## src/rtl/rtc_cal_pkg.sv

```systemverilog
// Shared types for the smooth calibration adjuster.
// Assumes nothing beyond a two-bit window-length code.
package rtc_cal_pkg;

    typedef enum logic [1:0] {
        WIN_FULL    = 2'd0,
        WIN_HALF    = 2'd1,
        WIN_QUARTER = 2'd2
    } win_sel_e;

    // Turn the two select inputs into a window code; quarter has priority.
    function automatic win_sel_e sel_decode(input logic half, input logic quarter);
        if (quarter) return WIN_QUARTER;
        if (half)    return WIN_HALF;
        return WIN_FULL;
    endfunction

endpackage

```

## src/rtl/cal_cfg_latch.sv

```systemverilog
// Holds the calibration settings for the running window.
// It loads a fresh copy (with low count bits masked for short windows) on load.
// Assumes REM_W >= 2.
module cal_cfg_latch
    import rtc_cal_pkg::*;
#(
    parameter int REM_W = 9
) (
    input  logic             clk,
    input  logic             rst_n,
    input  logic             load,
    input  logic [REM_W-1:0] rem_in,
    input  logic             ins_in,
    input  logic             half_in,
    input  logic             quarter_in,
    output logic [REM_W-1:0] rem_q,
    output logic             ins_q,
    output win_sel_e         sel_q
);

    win_sel_e         sel_next;
    logic [REM_W-1:0] rem_masked;

    // Decode the window and clear the count bits the short windows cannot use.
    always_comb begin
        sel_next   = sel_decode(half_in, quarter_in);
        rem_masked = rem_in;
        case (sel_next)
            WIN_HALF:    rem_masked[0]   = 1'b0;
            WIN_QUARTER: rem_masked[1:0] = 2'b00;
            default:     rem_masked      = rem_in;
        endcase
    end

    // Capture the settings at a window boundary only.
    always_ff @(posedge clk) begin
        if (!rst_n) begin
            rem_q <= '0;
            ins_q <= 1'b0;
            sel_q <= WIN_FULL;
        end else if (load) begin
            rem_q <= rem_masked;
            ins_q <= ins_in;
            sel_q <= sel_next;
        end
    end

endmodule

```

## src/rtl/cal_window_ctr.sv

```systemverilog
// Counts input ticks within the calibration window and flags the final tick.
// The counter always restarts from zero, so short windows use its low range.
// Assumes WIN_LOG >= 3.
module cal_window_ctr
    import rtc_cal_pkg::*;
#(
    parameter int WIN_LOG = 20
) (
    input  logic               clk,
    input  logic               rst_n,
    input  logic               tick,
    input  win_sel_e           sel,
    output logic [WIN_LOG-1:0] cnt,
    output logic               wrap
);

    logic [WIN_LOG-1:0] last;

    // Pick the final count value for the active window length.
    always_comb begin
        case (sel)
            WIN_HALF:    last = {1'b0, {(WIN_LOG-1){1'b1}}};
            WIN_QUARTER: last = {2'b00, {(WIN_LOG-2){1'b1}}};
            default:     last = {WIN_LOG{1'b1}};
        endcase
        wrap = tick && (cnt == last);
    end

    // Advance on each input tick and clear at the end of the window.
    always_ff @(posedge clk) begin
        if (!rst_n)    cnt <= '0;
        else if (wrap) cnt <= '0;
        else if (tick) cnt <= cnt + 1'b1;
    end

endmodule

```

## src/rtl/cal_pulse_shaper.sv

```systemverilog
// Decides per input tick whether to drop it, and when to issue inserted ticks.
// Removal slots sit at group offset 0. The slot index is bit-reversed and
// compared against the count. Insertions are armed at mid-group and issued on
// the next idle cycle.
// Assumes tick is never high on two consecutive cycles.
module cal_pulse_shaper #(
    parameter int WIN_LOG = 20,
    parameter int REM_W   = 9
) (
    input  logic               clk,
    input  logic               rst_n,
    input  logic               tick,
    input  logic [WIN_LOG-1:0] cnt,
    input  logic [REM_W-1:0]   rem_q,
    input  logic               ins_q,
    output logic               drop_now,
    output logic               ins_pend,
    output logic               tick_out
);

    localparam int SUB_W = WIN_LOG - REM_W;
    localparam logic [SUB_W-1:0] MID_SUB = {1'b1, {(SUB_W-1){1'b0}}};

    logic [REM_W-1:0] slot;
    logic [REM_W-1:0] slot_rev;
    logic             ins_hit;

    assign slot = cnt[WIN_LOG-1:SUB_W];

    // Mirror the slot index bit by bit.
    for (genvar i = 0; i < REM_W; i++) begin : g_rev
        assign slot_rev[i] = slot[REM_W-1-i];
    end

    // Removal and insertion slot decisions for the current tick.
    always_comb begin
        drop_now = tick && (cnt[SUB_W-1:0] == '0) && (slot_rev < rem_q);
        ins_hit  = tick && ins_q && (cnt[SUB_W-1:0] == MID_SUB);
    end

    // Arm on an insertion slot and release on the first idle cycle.
    always_ff @(posedge clk) begin
        if (!rst_n)             ins_pend <= 1'b0;
        else if (ins_hit)       ins_pend <= 1'b1;
        else if (!tick)         ins_pend <= 1'b0;
    end

    // Register the corrected tick: passed input ticks plus released insertions.
    always_ff @(posedge clk) begin
        if (!rst_n) tick_out <= 1'b0;
        else        tick_out <= (tick && !drop_now) || (!tick && ins_pend);
    end

endmodule

```

## src/rtl/rtc_smooth_cal.sv

```systemverilog
// Top of the smooth calibration adjuster. It ties the settings latch, the window
// counter and the pulse shaper together, and registers the boundary pulse.
// Assumes tick_in is a single-cycle enable with at least one idle cycle between ticks.
module rtc_smooth_cal
    import rtc_cal_pkg::*;
#(
    parameter int WIN_LOG = 20,
    parameter int REM_W   = 9
) (
    input  logic             clk,
    input  logic             rst_n,
    input  logic             tick_in,
    input  logic [REM_W-1:0] rem_cnt,
    input  logic             ins_en,
    input  logic             win_half,
    input  logic             win_quarter,
    output logic             tick_out,
    output logic             win_end
);

    logic [WIN_LOG-1:0] cnt;
    logic               wrap;
    logic [REM_W-1:0]   rem_q;
    logic               ins_q;
    win_sel_e           sel_q;
    logic               drop_now;
    logic               ins_pend;

    cal_cfg_latch #(.REM_W(REM_W)) u_cfg (
        .clk        (clk),
        .rst_n      (rst_n),
        .load       (wrap),
        .rem_in     (rem_cnt),
        .ins_in     (ins_en),
        .half_in    (win_half),
        .quarter_in (win_quarter),
        .rem_q      (rem_q),
        .ins_q      (ins_q),
        .sel_q      (sel_q)
    );

    cal_window_ctr #(.WIN_LOG(WIN_LOG)) u_win (
        .clk   (clk),
        .rst_n (rst_n),
        .tick  (tick_in),
        .sel   (sel_q),
        .cnt   (cnt),
        .wrap  (wrap)
    );

    cal_pulse_shaper #(.WIN_LOG(WIN_LOG), .REM_W(REM_W)) u_shape (
        .clk      (clk),
        .rst_n    (rst_n),
        .tick     (tick_in),
        .cnt      (cnt),
        .rem_q    (rem_q),
        .ins_q    (ins_q),
        .drop_now (drop_now),
        .ins_pend (ins_pend),
        .tick_out (tick_out)
    );

    // Boundary pulse, aligned with the output of the window's last tick.
    always_ff @(posedge clk) begin
        if (!rst_n) win_end <= 1'b0;
        else        win_end <= wrap;
    end

endmodule

```

## config.mk

```make
export PLATFORM = sky130hd
export DESIGN_NAME = rtc_smooth_cal
export DESIGN_NICKNAME = d
export VERILOG_FILES = /design/src/rtl/rtc_cal_pkg.sv /design/src/rtl/cal_cfg_latch.sv /design/src/rtl/cal_window_ctr.sv /design/src/rtl/cal_pulse_shaper.sv /design/src/rtl/rtc_smooth_cal.sv
export SDC_FILE = /design/constraint.sdc
export NUM_CORES = 1
export LEC_CHECK = 0
export ABC_CLOCK_PERIOD_IN_PS = 2950
export BUFFER_PORTS_ARGS = -buffer_cell sky130_fd_sc_hd__buf_4
export CORE_UTILIZATION = 62
export DETAILED_ROUTE_END_ITERATION = 6
export GPL_TIMING_DRIVEN = 0
export PLACE_DENSITY = 0.87
export SETUP_SLACK_MARGIN = 0.05
export SLEW_MARGIN = 20
export SYNTH_ARGS = -nofsm -noshare
export SYNTH_HDL_FRONTEND = slang
export SYNTH_SLANG_ARGS = --single-unit
```

## constraint.sdc

```tcl
create_clock -name clk -period 2.95 [get_ports clk]
set_input_delay 0.4425 -clock clk [delete_from_list [all_inputs] [get_ports clk]]
set_output_delay 0.4425 -clock clk [all_outputs]
set_load 0.02 [all_outputs]
```

-- Word level (Yosys, flattened, before mapping)
Cells that the tools add are included.
- register bits after elaboration: 35
- latch bits: 0
- RAM bits: 0
- ROM bits: 0
- output and inout bits: 2
- logic and storage cells: 42
- memories: 0
- add/sub/neg operators: 1
- multiply operators: 0
- divide/modulo/power cells: 0
- magnitude comparators: 1
- eq/ne operators: 7
- shifts and indexed selects: 0
- mux-type cells: 12
- bitwise operators: 1
- reductions and logical operators: 13
- operator list (kind ; number):
    $pmux 20 s2 ; 1
    $add 20x1->20 const B ; 1
    $eq 20x20->1 ; 1
    $eq 11x11->1 const B ; 1
    $logic_not 11->1 ; 1
    $lt 9x9->1 ; 1
    $mux 2 ; 4
    $logic_and 1x1->1 ; 7
    $mux 1 ; 7
    $eq 2x1->1 const B ; 2
    $eq 2x2->1 const B ; 2
    $reduce_or 2->1 ; 2
    $logic_not 1->1 ; 2
    $ne 2x1->1 const B ; 1
    $logic_or 1x1->1 ; 1
    $not 1->1 ; 1

-- Longest topological paths before layout
Gate-level depths: netlist of the first run.
- depth after elaboration: 7
- mapped depth: 7
- mapped depth without buffers: 6

-- By module
From an unflattened synthesis of the first run, not the netlist that was laid out.
- cell total of the unflattened synthesis: 196
- area, all modules: 1845.5 µm²
- by module, submodules not included (module ; instances ; cells each ; area an instance (µm²) ; sequential area each (µm²)):
    cal_window_ctr ; 1 ; 111 ; 977.2 ; 400.4
    cal_cfg_latch ; 1 ; 42 ; 516.7 ; 240.2
    cal_pulse_shaper ; 1 ; 41 ; 325.3 ; 40.0
    rtc_smooth_cal ; 1 ; 2 ; 26.3 ; 20.0

-- Worst setup path before layout of the first run
No wires, ideal clock.
- kind: input to register
- start point: in tick_in
- end point: reg u_cfg.sel_q[0]
- arrival time: 1.942 ns
- data required time: 2.878 ns
- path slack: 0.937 ns
- stages: 7
- path through: buf_2 -> nand4_1 -> or4_1 -> buf_2 -> nor2_4 -> buf_6 -> mux2i_1
- word-level cells in the longest chain between the ends: 1
- RTL lines (element ; line ; text):
    from (decl) ; rtc_smooth_cal.sv:12 ; input logic tick_in,
    $logic_and 1x1->1 ; cal_window_ctr.sv:26 ; wrap = tick && (cnt == last);
    to (signal assigned) ; cal_cfg_latch.sv:44 ; sel_q <= sel_next;
    to (decl) ; cal_cfg_latch.sv:18 ; output win_sel_e sel_q
Every way passes these cells.
A chain may end at the register's enable or synchronous reset.

-- Worst setup path after layout of the first run
- start point: reg u_win.cnt[0]
- end point: reg u_cfg.rem_q[6]
- word-level cells in the longest chain between the ends: 2
- RTL lines (element ; line ; text):
    from (decl) ; cal_window_ctr.sv:13 ; output logic [WIN_LOG-1:0] cnt,
    from (signal assigned) ; cal_window_ctr.sv:33 ; else if (tick) cnt <= cnt + 1'b1;
    $eq 20x20->1 ; cal_window_ctr.sv:26 ;
    $logic_and 1x1->1 ; cal_window_ctr.sv:26 ;
    to (signal assigned) ; cal_cfg_latch.sv:42 ; rem_q <= rem_masked;
    to (decl) ; cal_cfg_latch.sv:16 ; output logic [REM_W-1:0] rem_q,
Every way passes these cells.

==> run metrics, run 1 <==
Post-synth EDFFs 0; Power, Total between 0.8 and 0.9 mW; endpoints failing setup 0; Crit. End Element flop; Util after Layout 0.737; CP Cell Sequence ha_1, nand4_1, or4_1, buf_2, nor2_4, buf_6, mux2i_1; routed length per instance between 10 and 15 um; Hold-fix buffers, CTS 0; Crit Path Max Fanout 10; drt first pass iters 4; clock buffer depth 2; CTS buffer count 5; Pleak 0.754 nW; initial antenna violation count 0; Area growth, synth to finish 12.4%; WP data arrival 2.60 ns; CTS H-Tree Depth 2; Gate Count Post-Synth slightly above 200; syn_area_per_cell 8.86 sq um; # rows 19; largest net degree at the start of global routing 12; VDD IR max 0.416 mV; Setup Fix Bufs, Post-CTS 0; Final period util 0.787; Inserted Diodes 0; R2R cell count 7; DR vias 1482; Fmax achieved 431 MHz; boundary pin count 17; kind of critical path flop to flop; RSZ-0062 raised after global routing false; Setup crit start kind flop; IO buf count 15; Initial Util 0.656; RR Startpoint u_win.cnt[0]; FF+latch count, synth 35; Detail Placement HPWL 2690 um; final hold vios 0; DRC 0; Req. time, crit path 3.23 ns; reg2reg end u_cfg.rem_q[6]; Placer Congestion 0.835; CP delay by family, top simple AND/OR/NAND/NOR gates; worst min-delay path category primary input to flop; first-pass GRT wire length 6090 um; maxcap violations 0; Worst path slowest cell or4_1; Ys Warns 0; Setup Skew 0.0132 ns; clk_lat worst skew 0.35 ns; slowest stage delay, CP approximately 0.49 ns; CTS clock-pin slew for the worst setup and hold paths 0.11 ns; chip height ~56 um; final wirelength 3560 um; die span in x 56 um; core area 2760 sq um; Worst Hold Launch rem_cnt[4]; mapped cell area 1810 sq um; via/cell ratio 5.74; commonest non-fill, non-tap cells in the layout dfxtp_1 (35), nand2_1 (29), nor2_1 (19); remaining global-route overflow 0; layout cells sized above 1 0.145; WHS Path Cells 3; CTS tree yes; Netlist cell types 39; vias in the first global route 1452; Sink Count 35; CTS resizes 0; status finished clean; Total GRT Usage 0.249; commonest non-fill, non-tap cell in the layout dfxtp_1; worst-margin pin slew 0.510 ns; final count of pins violating max slew 0; Final ANT Viol Nets 0; Slew headroom 0.657; pwr/cell area 411 nW/um^2; setup_tns 0 ns; min cycle time layout about 2.3 ns; worst path bufs/invs 2; die area about 3100 sq um; Hold Crit Endpoint u_cfg.rem_q[4]; CTS root buf clkbuf_4; asr flop ratio synth 0; fin nets 252; sequential element share of the synthesized area 0.388; R2R Setup Slk 0.63 ns; syn nets 230; initial DRC count 68; main flop type after synthesis dfxtp_1
-- metal layers --
metal / global-route usage / wire, um
met1: 0.265 / 1480
met5: 0 / 0
met2: 0.464 / 1860
met4: 0.122 / 103
met3: 0.0488 / 113
-- flip-flops by register name, summed over array words and instances, names as in the netlist --
name	cells
u_win.cnt	20
u_cfg.rem_q	9
u_cfg.sel_q	2
u_cfg.ins_q	1
u_shape.ins_pend	1
u_shape.tick_out	1
win_end	1
-- Yosys cell counts (3+ instances only) --
library cell	n	area [sq um]
nand4_1	6	37.5
nor3_1	5	25.0
mux2i_1	15	150
inv_1	15	56.3
nor2_1	19	71.3
nand3_1	5	25.0
xnor2_1	12	105
dfxtp_1	35	701
xor2_1	4	35.0
nand2_1	29	109
ha_1	11	138
clkbuf_1	3	11.3
o21ai_0	5	25.0
buf_2	4	20.0
nor4_1	5	31.3
-- worst register-to-register path, delay by kind of cell, from the launching register on --
family	cells	cell delay [ns]
flip-flops	1	0.43
AND/OR/NAND/NOR	3	1.03
buffers and inverters	2	0.39
multiplexers	1	0.21
adder cells (fa/ha/maj)	1	0.20
-- where the power goes --
group	switching, mW	total, mW	internal (mW)
logic	0.0270	0.0523	0.0253
registers	0.00436	0.481	0.477
clock network	0.162	0.301	0.139
-- kinds of logic after synthesis --
family	after synthesis	share of synthesized area
AO/OA/AOI/OAI	19	0.0747
XOR/XNOR	16	0.0775
adder cells (fa/ha/maj)	11	0.0761
buffers and inverters	23	0.0547
flip-flops	35	0.388
multiplexers	15	0.0830
AND/OR/NAND/NOR	85	0.246
-- cell type report --
cell class | instances | area, sq um
plain buffers | 8 | 42.5
well taps | 31 | 38.8
fillers | 218 | 726
clock buffers | 7 | 65.1
multi-input cells | 146 | 1010
repair buffers | 15 | 113
inverters | 15 | 56.3
clock inverters | 1 | 7.51
flip-flops and latches | 35 | 701
-- worst max path at each step --
stage	startpoint	endpoint	slack [ns]	cells past startpoint
after global routing	u_win.cnt[0]	u_win.cnt[10]	0.44	7
final	u_win.cnt[0]	u_cfg.rem_q[6]	0.63	7
after global placement	tick_in	u_win.cnt[10]	0.67	7
after CTS	u_win.cnt[0]	u_cfg.rem_q[6]	0.59	7
after floorplan	tick_in	u_cfg.sel_q[0]	0.94	7
after detailed placement	tick_in	u_cfg.rem_q[6]	0.55	7
-- metrics by stage --
stage / setup slack, ns / cells / area (sq um) / hold slack, ns
global placement: 0.674 / 250 / 1960 / 0.446
detailed placement: 0.555 / 250 / 1960 / 0.450
global route: 0.443 / 258 / 2030 / 0.336
CTS: 0.590 / 258 / 2030 / 0.342
floorplan: 0.937 / 204 / 1810 / 0.435
finish: 0.630 / 258 / 2030 / 0.335
(Power assumes the default switching activity.)
==> run 2, diff against run 1 <==
Settings changed: ABC_CLOCK_PERIOD_IN_PS 2950 to 1860, CORE_UTILIZATION 62 to 52, PLACE_DENSITY 0.87 to 0.78.
Clock period 2.95 ns to 1.86 ns, I/O delays scaled along.
==> run metrics, run 2 (same netlist as run 1, synthesis figures left out) <==
vias in the first global route 1349 (-7.1%); layout cells sized above 1 0.247 (+0.101); clock buffer depth 2 (unchanged); Area growth, synth to finish 26.2%; fill count 264 (+21%); RSZ-0062 raised after global routing true; Setup crit start kind flop; initial DRC count 100 (+47%); Final period util 0.982 (+0.196); Power, Total 1.43 mW (+72%); chip height 61.0 um (+8.9%); routed length per instance 13.1 um (-4.8%); Slew headroom 0.699 (+0.0417); die area 3720 sq um (+19%); drt first pass iters 4 (unchanged); Placer Congestion 0.781 (-6.4%); first-pass GRT wire length 5740 um (-5.8%); core area 3340 sq um (+21%); Multi-input gate area 1070 sq um (+6.1%); placed cell area 1990 sq um (+1.5%); status finished clean; FF/Latch Area 723 sq um (+3.2%); pwr/cell area 628 nW/um^2 (+53%); Initial Util 0.542 (-0.114); Pleak 0.878 nW (+16%); Crit. End Element flop; Biggest register u_win.cnt; commonest non-fill, non-tap cell in the layout nand2_1; final count of pins violating max slew 0 (unchanged); final hold vios 0 (unchanged); setup_tns 0 ns (unchanged); Inserted Diodes 0 (unchanged); Final ANT Viol Nets 0 (unchanged); clk_lat worst skew 0.35 ns (about the same); Largest register FFs 20 (unchanged); worst-margin pin slew 0.451 ns (-0.0583 ns); final wirelength 3740 um (+5.2%); endpoints failing setup 0 (unchanged); CTS clock-pin slew for the worst setup and hold paths 0.11 ns (about the same); DRC 0 (unchanged); kind of critical path flop to flop; remaining global-route overflow 0 (unchanged); Req. time, crit path 2.14 ns (-1.09 ns); biggest regs u_win.cnt: 20 flops, u_cfg.rem_q: 9 flops, u_cfg.sel_q: 2 flops; Total GRT Usage 0.215 (-0.0339); commonest non-fill, non-tap cells in the layout nand2_1 (29), buf_4 (25), dfxtp_1 (25), nor2_1 (19); CTS root buf clkbuf_4; Fmax achieved 547 MHz (+27%); final instance area 2280 sq um (+12%); IO buf count 15 (unchanged); CTS tree yes; fin nets 264 (+4.8%); boundary pin count 17 (unchanged); CTS H-Tree Depth 2 (unchanged); VDD IR max 0.494 mV (+19%); via/cell ratio 5.38 (-6.3%); WP data arrival 2.10 ns (-0.50 ns); Setup Skew 0.00766 ns (-0.00559 ns); maxcap violations 0 (unchanged); Sink Count 35 (unchanged); Detail Placement HPWL 2480 um (-8.1%); DR vias 1534 (+3.5%); initial antenna violation count 0 (unchanged); worst min-delay path category primary input to flop; largest net degree at the start of global routing 12 (unchanged); Crit Path Max Fanout 7 (-3); # rows 21 (+2); CTS buffer count 5 (unchanged); die span in x 61.0 um (+8.9%); min cycle time layout 1.83 ns (-0.494 ns)
run 2: layout make-up:
type	count	share of cell area
Buffer	8	0.0285
Clock buffer	6	0.0225
Clock inverter	2	0.0154
Inverter	15	0.0247
Multi-Input combinational cell	146	0.469
Sequential cell	35	0.317
Tap cell	46	0.0252
Timing Repair Buffer	27	0.0981
run 2: where the power goes:
group,internal (mW),switching (mW),leakage [nW]
Clock,0.318,0.264,0.0482
Combinational,0.0470,0.0471,0.541
Sequential,0.751,0.00549,0.289
Total,1.12,0.317,0.878
run 2: critical path, cell delays in order, from the launching register on:
cell,delay [ns]
dfxtp_1,0.46
nand4_1,0.16
or4_4,0.44
buf_6,0.15
nor2_4,0.17
buf_8,0.16
mux2i_1,0.21
run 2: repair_timing:
item                       4_1_cts  5_1_grt
gates cloned                     1        0
setup endpoints to repair       32       26
hold buffers                     0        0
gates resized for setup         19        8
pin swaps                        1        8
setup buffers                    9        2
run 2: final timing paths:
check	startpoint	end	slack, ns	cells after the start
worst max-delay path	u_win.cnt[3]	u_cfg.rem_q[5]	0.03	6
worst min-delay path	ins_en	u_cfg.ins_q	0.17	3
worst max register to register	u_win.cnt[3]	u_cfg.rem_q[5]	0.03	6
worst min register to register	u_cfg.rem_q[1]	u_cfg.rem_q[1]	0.46	2
run 2: layer usage:
metal	share of wire	track usage	vias up
li1	-	-	772
met1	0.45	0.266	715
met2	0.47	0.333	35
met3	0.045	0.0640	12
met4	0.029	0.127	0
met5	0	0	-
run 2: through the flow:
stage	util	cells	setup WS (ns)	hold slack [ns]
5_1_grt	0.684	285	-0.0274	0.164
3_5_place_dp	0.596	265	-0.306	0.451
3_3_place_gp	0.596	265	-0.311	0.444
6_report	0.684	285	0.0331	0.171
2_1_floorplan	-	204	-0.0244	0.421
4_1_cts	0.666	283	-0.00117	0.163
==> run 3, diff against run 2 <==
Settings changed: SYNTH_HIERARCHICAL from default to 1.
==> run metrics, run 3 <==
min cycle time layout 1.83 ns (+0.00656 ns); Crit Path Max Fanout 6 (-1); RSZ-0062 raised after global routing true; Area growth, synth to finish 25.7%; Cells after DPL 257 (-3.0%); mapped cell area 1840 sq um (+1.7%); routed length per instance 13.3 um (+1.4%); DRC 0 (unchanged); syn nets 220 (-4.3%); pwr/cell area 530 nW/um^2 (-16%); setup_tns 0 ns (unchanged); syn_area_per_cell 9.43 sq um (+6.4%); Non-Filler Instances 282 (-1.1%); chip height 61.5 um (+0.84%); first-pass GRT wire length 5260 um (-8.3%); Placer Congestion 0.724 (-7.3%); R2R cell count 8 (+2); final hold vios 0 (unchanged); core area 3360 sq um (+0.79%); fin nets 260 (-1.5%); Final period util 0.986 (+0.00353); WP data arrival 2.06 ns (-0.04 ns); Inserted Diodes 0 (unchanged); R2R Setup Slk 0.03 ns (about the same); fill count 276 (+4.5%); Sink Count 35 (unchanged); WHS Path Cells 2 (-1); worst-margin pin slew 0.520 ns (+0.0682 ns); DR vias 1491 (-2.8%); CTS clock-pin slew for the worst setup and hold paths 0.11 ns (about the same); vias in the first global route 1210 (-10%); IO buf count 16 (+1); die span in x 61.5 um (+0.84%); Hold-fix buffers, CTS 0 (unchanged); Setup Skew 0.0131 ns (+0.00542 ns); biggest regs u_win/cnt: 20 flops, u_cfg/rem_q: 9 flops, u_cfg/sel_q: 2 flops; CTS tree yes; Pleak 0.877 nW (about the same); VDD IR max 0.545 mV (+10%); status finished clean; Crit. End Element flop; initial DRC count 60 (-40%); CTS buffer count 5 (unchanged); Biggest register u_win/cnt; Util after Layout 0.688 (+0.00358); final count of pins violating max slew 0 (unchanged); Hold Crit Endpoint u_shape/ins_pend; drt first pass iters 4 (unchanged); Slew headroom 0.650 (-0.0486); kind of critical path flop to flop; Worst Hold Launch tick_in; endpoints failing setup 0 (unchanged); largest net degree at the start of global routing 11 (-1); Fmax achieved 545 MHz (-0.36%); Gate Count Post-Synth 195 (-4.4%); Detail Placement HPWL 2390 um (-3.3%); boundary pin count 17 (unchanged); commonest non-fill, non-tap cells in the layout buf_4 (31), dfxtp_1 (22), nor2_1 (18), mux2i_1 (13), nand2_1 (13); Fin Hold WS 0.196 ns (+0.0248 ns); maxcap violations 0 (unchanged); Ys Warns 6 (+6); worst min-delay path category primary input to flop; clock buffer depth 2 (unchanged); Total GRT Usage 0.202 (-0.0134); final wirelength 3750 um (+0.29%); Largest register FFs 20 (unchanged); Final ANT Viol Nets 0 (unchanged); RR Startpoint u_win/cnt[5]; commonest non-fill, non-tap cell in the layout buf_4; die area 3780 sq um (+1.7%); initial antenna violation count 0 (unchanged); layout cells sized above 1 0.314 (+0.0667); CTS root buf clkbuf_4; # rows 21 (unchanged); CTS H-Tree Depth 2 (unchanged); Req. time, crit path 2.09 ns (-0.05 ns); clk_lat worst skew 0.34 ns (about the same); Setup crit start kind flop; via/cell ratio 5.29 (-1.8%); remaining global-route overflow 0 (unchanged); Initial Util 0.547 (+0.00507); reg2reg end u_cfg/rem_q[6]
run 3: worst max-delay path by stage:
stage | from | endpoint | slack (ns)
floorplan | u_win/cnt[0] | u_cfg/rem_q[3] | 0.06
CTS | u_win/cnt[8] | u_cfg/rem_q[6] | 0.03
global placement | u_win/cnt[10] | u_win/cnt[11] | -0.18
detailed placement | u_win/cnt[0] | u_cfg/rem_q[6] | -0.19
global route | u_cfg/sel_q[0] | u_cfg/rem_q[5] | -0.03
finish | u_win/cnt[5] | u_cfg/rem_q[6] | 0.03
run 3: final cells by class:
cell class	count	area, sq um	share of cell area
plain buffers	6	55.1	0.0238
inverters	11	41.3	0.0179
flip-flops and latches	35	739	0.320
repair buffers	33	269	0.116
clock inverters	1	5.00	0.00216
multi-input cells	143	1100	0.476
clock buffers	7	45.0	0.0195
well taps	46	57.6	0.0249
run 3: through the flow:
step / cell area (sq um) / total power [mW] / setup slack (ns)
after global placement: 2040 / 0.851 / -0.175
after detailed placement: 2040 / 0.853 / -0.195
after global routing: 2310 / 1.28 / -0.0346
after floorplan: 1860 / 0.815 / 0.0641
final: 2310 / 1.23 / 0.0266
after CTS: 2180 / 1.25 / 0.0347
run 3: worst max-delay path, cell delays in order (launching register included):
cell and delay (ns):
dfxtp_4 0.40, nand4_4 0.15, nor4_4 0.36, nand3_2 0.14, nor2_2 0.15, buf_6 0.15
buf_12 0.12, mux2i_1 0.19, nor2b_1 0.06
run 3: layer usage:
metal	track usage	vias to the layer above	share of wire
met5	0	-	0
met4	0.0952	0	0.019
met3	0.0777	5	0.048
met2	0.317	40	0.48
met1	0.245	686	0.45
li1	-	760	-
run 3: power by group:
part           switching [mW]  internal [mW]
clock                   0.240          0.147
sequential            0.00922          0.745
combinational          0.0375         0.0472
total                   0.287          0.939
run 3: what timing repair did:
action / 4_1_cts / 5_1_grt
buffers inserted: 6 / 10
gates resized for setup: 14 / 13
pin swaps: 4 / 8
gates cloned: 0 / 1
setup endpoints to repair: 22 / 23
